[config.mk]
export PLATFORM = sky130hd
export DESIGN_NAME = rev_lcg
export DESIGN_NICKNAME = d
export VERILOG_FILES = /design/src/rtl/lcg_pkg.sv /design/src/rtl/lcg_op_select.sv /design/src/rtl/lcg_coef_sel.sv /design/src/rtl/lcg_mac.sv /design/src/rtl/rev_lcg.sv
export SDC_FILE = /design/constraint.sdc
export NUM_CORES = 1
export LEC_CHECK = 0
export CAP_MARGIN = 20
export CORE_ASPECT_RATIO = 1.25
export CORE_UTILIZATION = 65
export DETAILED_ROUTE_END_ITERATION = 7
export DONT_BUFFER_PORTS = 1
export GPL_TIMING_DRIVEN = 0
export PLACE_DENSITY = 0.86
export SYNTH_ARGS = -nofsm -noshare
export SYNTH_HDL_FRONTEND = slang
export SYNTH_HIERARCHICAL = 1
export SYNTH_SLANG_ARGS = --single-unit
[constraint.sdc]
create_clock -name clk_i -period 29 [get_ports clk_i]
set_input_delay 4.35 -clock clk_i [delete_from_list [all_inputs] [get_ports clk_i]]
set_output_delay 4.35 -clock clk_i [all_outputs]
set_load 0.005 [all_outputs]
[src/rtl/lcg_pkg.sv]
package lcg_pkg;

    typedef enum logic [1:0] {
        OP_HOLD = 2'd0,
        OP_LOAD = 2'd1,
        OP_FWD  = 2'd2,
        OP_BWD  = 2'd3
    } lcg_op_e;

    // Mask of the low w bits (w up to 64).
    function automatic logic [63:0] low_mask(input int w);
        return (w >= 64) ? {64{1'b1}} : ((64'd1 << w) - 64'd1);
    endfunction

    // Multiplicative inverse of an odd value modulo 2^w by Newton iteration.
    // Each pass doubles the count of correct low bits (3 -> 6 -> ... -> 192).
    function automatic logic [63:0] mod_inverse(input logic [63:0] a, input int w);
        logic [63:0] x;
        x = a;
        for (int i = 0; i < 6; i++) begin
            x = x * (64'd2 - a * x);
        end
        return x & low_mask(w);
    endfunction

    // Addend that cancels the forward offset: -(c * inv) mod 2^w.
    function automatic logic [63:0] undo_addend(input logic [63:0] c,
                                                input logic [63:0] inv,
                                                input int w);
        return (64'd0 - (c * inv)) & low_mask(w);
    endfunction

endpackage

[src/rtl/lcg_op_select.sv]
module lcg_op_select
    import lcg_pkg::*;
(
    input  logic    load_i,
    input  logic    step_i,
    input  logic    fwd_i,
    output lcg_op_e op_o
);

    always_comb begin
        if (load_i) begin
            op_o = OP_LOAD;
        end else if (step_i) begin
            op_o = fwd_i ? OP_FWD : OP_BWD;
        end else begin
            op_o = OP_HOLD;
        end
    end

endmodule

[src/rtl/lcg_coef_sel.sv]
module lcg_coef_sel
    import lcg_pkg::*;
#(
    parameter int WIDTH = 32,
    parameter logic [WIDTH-1:0] MUL_F = WIDTH'(1103515245),
    parameter logic [WIDTH-1:0] ADD_F = WIDTH'(12345),
    parameter logic [WIDTH-1:0] MUL_B = WIDTH'(1),
    parameter logic [WIDTH-1:0] ADD_B = WIDTH'(0)
) (
    input  lcg_op_e          op_i,
    output logic [WIDTH-1:0] mul_o,
    output logic [WIDTH-1:0] add_o
);

    always_comb begin
        unique case (op_i)
            OP_BWD: begin
                mul_o = MUL_B;
                add_o = ADD_B;
            end
            default: begin
                mul_o = MUL_F;
                add_o = ADD_F;
            end
        endcase
    end

endmodule

[src/rtl/lcg_mac.sv]
module lcg_mac #(
    parameter int WIDTH = 32
) (
    input  logic [WIDTH-1:0] x_i,
    input  logic [WIDTH-1:0] mul_i,
    input  logic [WIDTH-1:0] add_i,
    output logic [WIDTH-1:0] y_o
);

    // All operands are WIDTH bits wide, so the product keeps only its low word.
    logic [WIDTH-1:0] prod;

    always_comb begin
        prod = x_i * mul_i;
        y_o  = prod + add_i;
    end

endmodule

[src/rtl/rev_lcg.sv]
module rev_lcg
    import lcg_pkg::*;
#(
    parameter int WIDTH = 32,
    parameter logic [WIDTH-1:0] MUL_FWD  = WIDTH'(1103515245),
    parameter logic [WIDTH-1:0] ADD_FWD  = WIDTH'(12345),
    parameter logic [WIDTH-1:0] RST_SEED = WIDTH'(1)
) (
    input  logic             clk_i,
    input  logic             rst_i,
    input  logic             step_i,
    input  logic             fwd_i,
    input  logic             load_i,
    input  logic [WIDTH-1:0] seed_i,
    output logic [WIDTH-1:0] state_o
);

    localparam logic [WIDTH-1:0] MUL_BWD =
        WIDTH'(mod_inverse(64'(MUL_FWD), WIDTH));
    localparam logic [WIDTH-1:0] ADD_BWD =
        WIDTH'(undo_addend(64'(ADD_FWD), 64'(MUL_BWD), WIDTH));

    lcg_op_e          op;
    logic [WIDTH-1:0] mul_sel;
    logic [WIDTH-1:0] add_sel;
    logic [WIDTH-1:0] stepped;
    logic [WIDTH-1:0] state_q;
    logic [WIDTH-1:0] state_d;

    lcg_op_select u_sel (
        .load_i (load_i),
        .step_i (step_i),
        .fwd_i  (fwd_i),
        .op_o   (op)
    );

    lcg_coef_sel #(
        .WIDTH (WIDTH),
        .MUL_F (MUL_FWD),
        .ADD_F (ADD_FWD),
        .MUL_B (MUL_BWD),
        .ADD_B (ADD_BWD)
    ) u_coef (
        .op_i  (op),
        .mul_o (mul_sel),
        .add_o (add_sel)
    );

    lcg_mac #(.WIDTH(WIDTH)) u_mac (
        .x_i   (state_q),
        .mul_i (mul_sel),
        .add_i (add_sel),
        .y_o   (stepped)
    );

    // State register process.
    always_ff @(posedge clk_i) begin
        if (rst_i) begin
            state_q <= RST_SEED;
        end else begin
            state_q <= state_d;
        end
    end

    // Next-value and output process.
    always_comb begin
        unique case (op)
            OP_HOLD: state_d = state_q;
            OP_LOAD: state_d = seed_i;
            OP_FWD:  state_d = stepped;
            OP_BWD:  state_d = stepped;
            default: state_d = state_q;
        endcase
        state_o = state_q;
    end

    assert_reset_seed_R1: assert property (@(posedge clk_i)
        rst_i |=> state_o == RST_SEED);

    assert_fwd_undone_R4: assert property (@(posedge clk_i) disable iff (rst_i)
        (step_i && fwd_i && !load_i) ##1 (step_i && !fwd_i && !load_i)
        |=> state_o == $past(state_o, 2));

    assert_bwd_undone_R4: assert property (@(posedge clk_i) disable iff (rst_i)
        (step_i && !fwd_i && !load_i) ##1 (step_i && fwd_i && !load_i)
        |=> state_o == $past(state_o, 2));

    assert_load_wins_R6: assert property (@(posedge clk_i) disable iff (rst_i)
        load_i |=> state_o == $past(seed_i));

    assert_hold_R7: assert property (@(posedge clk_i) disable iff (rst_i)
        (!load_i && !step_i) |=> $stable(state_o));

endmodule

* Word level (Yosys, flattened, before mapping)
Index checks and enable logic that the tools add are counted.
** Storage, ports and cells
- Output and inout bits :: 32
- Register bits after elaboration :: 32
- Word-level logic and storage cells :: 14
- Input bits :: 37
** Cells by class
- Reductions and logical operators :: 2
- Equality and inequality tests :: 3
- Multiply operators :: 1
- Multiplexer cells :: 6
- Add/sub/neg operators :: 1
** Operator list (count)
- 32-bit two-way mux :: 2
- 32-bit case mux with 2 select lines :: 1
- 32-bit adder :: 1
- 32-bit by 32-bit multiplier with 32-bit output :: 1
- 2-bit equality test (second input constant) :: 2
- 2-bit two-way mux :: 2
- 2-bit by 1-bit equality test with 1-bit output (second input constant) :: 1
- 2-bit logical NOT :: 1
- 2-bit OR reduction :: 1
- 1-bit two-way mux :: 1

* Longest topological paths before layout
- Word-level depth :: 8
- Mapped depth :: 33
- Gate-level depth less buffers :: 31

* By module
Netlist, hierarchy kept.
** Modules (own cells, without submodules)
- lcg_mac :: instances 1, seq. area each 0.0 um2, area each 16901.2 um2, cells an instance 1866
- rev_lcg :: instances 1, seq. area each 640.6 um2, area each 1672.9 um2, cells an instance 144
- lcg_coef_sel :: instances 1, seq. area each 0.0 um2, area each 483.0 um2, cells an instance 66
- lcg_op_select :: instances 1, seq. area each 0.0 um2, area each 17.5 um2, cells an instance 3

* Worst setup path after synthesis
No wires, ideal clock.
- Path kind :: input port to flip-flop
- Start point :: input step_i
- End point :: register state_q[28], in the netlist state_o[28]
- Data arrival time :: 11933 ps
- Stages on the path :: 31
- Buffers on the path :: 2
- Setup time :: 126 ps
- Data required time :: 28874 ps
- Path slack :: 16941 ps
- Cell sequence :: nor2b_1 -> and2_1 -> buf_4 -> clkbuf_1 -> nand2_1 -> fa_1 -> inv_1 -> fa_1 -> fa_1 -> inv_1 -> fa_1 -> inv_1 -> fa_1 -> inv_1 -> fa_1 -> inv_1 -> fa_1 -> inv_1 -> fa_1 -> inv_1 -> ha_1 -> nand4_1 -> nor2_1 -> o2111ai_2 -> a211oi_1 -> o211ai_2 -> a31oi_1 -> mux2i_1 -> o2111ai_1 -> nor2b_1 -> a211oi_2
** Between the ends
- Elaborated cells on any way between the ends :: 12
- Classes of those cells :: 1 x add/sub; 1 x mul; 3 x eq/ne; 5 x mux; 2 x reduce/logical
** RTL lines
- start, declared :: line rev_lcg.sv:11 : input logic step_i,
- 2-bit two-way mux :: line lcg_op_select.sv:13 : end else if (step_i) begin
- 2-bit two-way mux :: line lcg_op_select.sv:11 : if (load_i) begin
- 2-bit equality test :: line lcg_coef_sel.sv:16 : unique case (op_i)
- 32-bit two-way mux :: line lcg_coef_sel.sv:16
- via add_sel[1] :: line rev_lcg.sv:25 : logic [WIDTH-1:0] add_sel;
- 32-bit adder :: line lcg_mac.sv:15 : y_o = prod + add_i;
- via stepped[28] :: line rev_lcg.sv:26 : logic [WIDTH-1:0] stepped;
- 32-bit case mux with 2 select lines :: line rev_lcg.sv:67 : unique case (op)
- end signal, assigned :: line rev_lcg.sv:61 : state_q <= state_d;
- end, declared :: line rev_lcg.sv:27 : logic [WIDTH-1:0] state_q;
The timed path passes the listed nets, and every way through them passes these cells.
A chain may end at the register's enable or synchronous reset.

* Worst setup path after layout
Same ends and word-level chain as after synthesis.

==> impl_metrics.xml <==
<?xml version="1.0" encoding="UTF-8"?>
<metrics>
  <group name="setup_path">
    <metric name="timing_worst_setup_path_type" unit="">primary input to flop</metric>
    <metric name="critPathSlowestCell" unit="">sky130_fd_sc_hd__nand2_1</metric>
    <metric name="required" unit="ns">29.16</metric>
    <metric name="timing.critical_path.from_type" unit="">primary input</metric>
    <metric name="worst_setup_path_end_kind" unit="">flop</metric>
    <metric name="crit_top_cell" unit="">sky130_fd_sc_hd__fa_1</metric>
    <metric name="crit_path_max_fanout" unit="">10</metric>
    <metric name="worst_stage_delay_on_the_critical_path" unit="ns">0.61</metric>
    <metric name="critPathArrivalTime" unit="ns">13.93</metric>
  </group>
  <group name="logic_synthesis">
    <metric name="number_of_enable_type_register_cells_in_the_synthesized_netlist" unit="">0</metric>
    <metric name="synthXorXnorAreaFrac" unit="%">3.95</metric>
    <metric name="post_synth_fa_ha_maj_area_fraction" unit="%">54.1</metric>
    <metric name="seq_area_frac_synth" unit="%">3.36</metric>
    <metric name="synth_area_in_compound_gates" unit="%">5.12</metric>
    <metric name="top_post_synthesis_cells_by_area" unit="">sky130_fd_sc_hd__fa_1 (46%), sky130_fd_sc_hd__and2_1 (12%), sky130_fd_sc_hd__inv_1 (9.6%), sky130_fd_sc_hd__ha_1 (8.1%), sky130_fd_sc_hd__nand2_1 (3.4%)</metric>
    <metric name="biggest_area_consumer_among_synthesized_cells" unit="">sky130_fd_sc_hd__fa_1</metric>
    <metric name="postSynthAreaPerCell" unit="um^2">9.17</metric>
    <metric name="ys_dominant_reg_cell" unit="">sky130_fd_sc_hd__dfxtp_1</metric>
    <metric name="combinational_family_with_the_most_area_after_synthesis" unit="">adder cells</metric>
    <metric name="synthesis.yosys.warnings" unit="">6</metric>
    <metric name="synthesized_instance_count" unit="">2079</metric>
    <metric name="synth_cell_types" unit="">46</metric>
    <metric name="post_synthesis_share_of_cell_area_spent_on_and_or_nand_and_nor_gates" unit="%">17.3</metric>
    <metric name="synthMuxAreaShare" unit="%">1.73</metric>
    <metric name="syn-cell-area" unit="um^2">19100</metric>
    <metric name="synthDominantCellAreaShare" unit="%">46.0</metric>
    <metric name="ys_ff_latch" unit="">32</metric>
    <metric name="ys_async_sr_fraction" unit="%">0</metric>
  </group>
  <group name="floorplan">
    <metric name="die_h" unit="um">194</metric>
    <metric name="num_rows" unit="">69</metric>
    <metric name="die-width" unit="um">155</metric>
    <metric name="core_area" unit="um^2">28700</metric>
    <metric name="die_area" unit="um^2">30000</metric>
    <metric name="initial_utilization" unit="%">66.5</metric>
    <metric name="num_io_pins" unit="">69</metric>
  </group>
  <group name="flow_run">
    <metric name="drv_cap" unit="">0</metric>
  </group>
  <group name="sta">
    <metric name="maxSlewViolCount" unit="">0</metric>
    <metric name="period_needed" unit="ns">13.77</metric>
    <metric name="tns" unit="ns">0</metric>
    <metric name="report.final.setup_viol" unit="">0</metric>
    <metric name="rsz0062_at_grt" unit="">false</metric>
    <metric name="final.setup_skew" unit="ns">0.00863</metric>
    <metric name="final.period_utilization" unit="%">47.5</metric>
    <metric name="worst_pin_slew" unit="ns">1.19</metric>
    <metric name="fmaxAchievable" unit="GHz">0.0726</metric>
    <metric name="relative_max_transition_margin" unit="%">20.5</metric>
    <metric name="timing_hold_violations_final" unit="">0</metric>
  </group>
  <group name="global_route">
    <metric name="grt_first_pass_wirelength" unit="um">90900</metric>
    <metric name="initial_antenna_violation_count" unit="">4</metric>
    <metric name="aggregate_global_routing_overflow" unit="">0</metric>
    <metric name="grtUsageTotal" unit="%">41.4</metric>
    <metric name="pin_count_of_the_biggest_net_entering_global_routing" unit="">19</metric>
    <metric name="grt_pass1_vias" unit="">16433</metric>
  </group>
  <group name="placement">
    <metric name="buffer_ports.inserted" unit="">0</metric>
    <metric name="gpl_congestion" unit="">1.03</metric>
    <metric name="detailed_place_hpwl" unit="um">47800</metric>
  </group>
  <group name="routing">
    <metric name="postRouteWirelength" unit="um">58200</metric>
    <metric name="drt-wirelength-per-cell" unit="um">23.2</metric>
    <metric name="drc" unit="">0</metric>
    <metric name="drt_iter0_markers" unit="">1269</metric>
    <metric name="num_vias" unit="">14522</metric>
    <metric name="dr.pass1.iters" unit="">6</metric>
    <metric name="antenna_violating_nets_post_route" unit="">0</metric>
    <metric name="vias_per_cell" unit="">5.80</metric>
  </group>
  <group name="clock_tree">
    <metric name="cts-hold-fix-buffers" unit="">0</metric>
    <metric name="clk_latency" unit="ns">0.29</metric>
    <metric name="cts.repair_timing.setup_buffer_count" unit="">0</metric>
    <metric name="clkTransAtPathRegs" unit="ns">0.06</metric>
    <metric name="clock_tree.htree_level_count" unit="">2</metric>
    <metric name="buffer_depth_of_the_longest_clock_path" unit="">2</metric>
    <metric name="tritoncts_clock_tree" unit="">yes</metric>
    <metric name="cts_resized" unit="">0</metric>
    <metric name="cts_sinks" unit="">32</metric>
    <metric name="cts_inserted_buffers" unit="">5</metric>
    <metric name="cts.root.buffer_cell" unit="">sky130_fd_sc_hd__clkbuf_16</metric>
  </group>
  <group name="worst_hold_path">
    <metric name="min_path_type" unit="">flop to flop</metric>
  </group>
  <group name="layout">
    <metric name="flow.area_growth_from_synthesis" unit="%">4.13</metric>
    <metric name="fin_nets" unit="">2709</metric>
    <metric name="post_route_cells_drive_above_1_share" unit="%">5.97</metric>
    <metric name="largest_register_ffs" unit="">32</metric>
  </group>
  <group name="outcome">
    <metric name="status" unit="">complete, no violations</metric>
  </group>
</metrics>
==> kinds of logic (layout without fill, tap and decap cells) <==
family          after synthesis  after routing
compound gates              111            111
xor+xnor                     86             86
fa+ha+maj                   562            562
buf+inv                     649            658
flops                        32             32
mux                          33             33
other cells                   2             26
simple gates                604            604
==> synthesized netlist by cell type (16+ instances only) <==
cell and count:
sky130_fd_sc_hd__dfxtp_1 32, sky130_fd_sc_hd__xor2_1 16, sky130_fd_sc_hd__buf_4 63, sky130_fd_sc_hd__xnor2_1 70, sky130_fd_sc_hd__ha_1 124, sky130_fd_sc_hd__nor2b_1 33
sky130_fd_sc_hd__clkbuf_1 87, sky130_fd_sc_hd__mux2i_1 33, sky130_fd_sc_hd__nand2_1 173, sky130_fd_sc_hd__a21oi_1 22, sky130_fd_sc_hd__a211oi_2 30, sky130_fd_sc_hd__and2_1 367
sky130_fd_sc_hd__fa_1 438, sky130_fd_sc_hd__inv_1 489
==> path summary, 6_finish.rpt <==
kind,slack [ns],cells after the start,to,start
worst max-delay path,15.23,31,state_o[28]$_SDFFE_PP0P_,step_i
worst min-delay path,0.67,2,state_o[13]$_SDFFE_PP0P_,state_o[13]$_SDFFE_PP0P_
worst max register to register,19.97,30,state_o[28]$_SDFFE_PP0P_,state_o[4]$_SDFFE_PP0P_
worst min register to register,0.67,2,state_o[13]$_SDFFE_PP0P_,state_o[13]$_SDFFE_PP0P_
==> metrics by stage <==
stage	instance area [um^2]	util, %	setup WS [ns]	cells	hold WS [ns]
after floorplan	19200	-	16.94	2102	0.552
after global placement	19600	68.6	14.97	2492	0.631
after detailed placement	19700	68.6	15.24	2493	0.639
after global routing	19900	69.3	15.05	2501	0.709
after CTS	19900	69.3	15.49	2501	0.662
final	19900	69.3	15.23	2502	0.671
==> cell type report <==
type | count | area, um^2
well taps | 390 | 488
plain buffers | 160 | 901
repair buffers | 1 | 27.5
inverters | 489 | 1840
diodes | 1 | 2.50
flip-flops and latches | 32 | 641
fillers | 2172 | 8800
multi-input cells | 1421 | 15800
clock buffers | 7 | 153
clock inverters | 1 | 30.0
==> routing by layer <==
layer / routed length (um) / vias to the layer above / track usage (%)
met5: 14 / - / 0
met4: 5710 / 2 / 33.1
met3: 5810 / 365 / 9.97
met2: 27300 / 940 / 67.0
met1: 19400 / 7201 / 46.7
li1: - / 6014 / -
==> critical path, delay by kind of cell <==
family | cells | cell delay (ns)
adder cells (fa/ha/maj) | 9 | 4.47
AND/OR/NAND/NOR | 6 | 1.94
AO/OA/AOI/OAI | 6 | 1.47
buffers and inverters | 9 | 1.35
multiplexers | 1 | 0.31
==> cells in the final DEF (no fill, tap or decap), types with 2 or more instances in the layout <==
cell type                   instances
sky130_fd_sc_hd__a211oi_2          30
sky130_fd_sc_hd__a21o_1            14
sky130_fd_sc_hd__o2111ai_1          2
sky130_fd_sc_hd__or3_1              2
sky130_fd_sc_hd__nor3_1             3
sky130_fd_sc_hd__nor3b_1            2
sky130_fd_sc_hd__clkbuf_1          87
sky130_fd_sc_hd__buf_12             3
sky130_fd_sc_hd__ha_1             124
sky130_fd_sc_hd__buf_2              6
sky130_fd_sc_hd__xor2_1            16
sky130_fd_sc_hd__a21o_2             3
sky130_fd_sc_hd__mux2i_1           33
sky130_fd_sc_hd__o211ai_2           2
sky130_fd_sc_hd__nor2_1            14
sky130_fd_sc_hd__clkbuf_8           2
sky130_fd_sc_hd__nand2_1          173
sky130_fd_sc_hd__o21bai_1           4
sky130_fd_sc_hd__nor2b_1           33
sky130_fd_sc_hd__o21ai_0           11
sky130_fd_sc_hd__inv_1            489
sky130_fd_sc_hd__clkbuf_16          5
sky130_fd_sc_hd__o211ai_1           2
sky130_fd_sc_hd__a31oi_1            2
sky130_fd_sc_hd__buf_4             63
sky130_fd_sc_hd__o2111ai_2          2
sky130_fd_sc_hd__xnor2_1           70
sky130_fd_sc_hd__a211oi_1           6
sky130_fd_sc_hd__nand3_1            5
sky130_fd_sc_hd__o21a_1             3
sky130_fd_sc_hd__nand4_1            2
sky130_fd_sc_hd__a21oi_1           22
sky130_fd_sc_hd__and2_1           367
sky130_fd_sc_hd__conb_1            25
sky130_fd_sc_hd__dfxtp_1           32
sky130_fd_sc_hd__fa_1             438
Power is left out: the tool's default activity adds up to more than one toggle a clock period on the data nets, which glitch-free logic cannot reach.
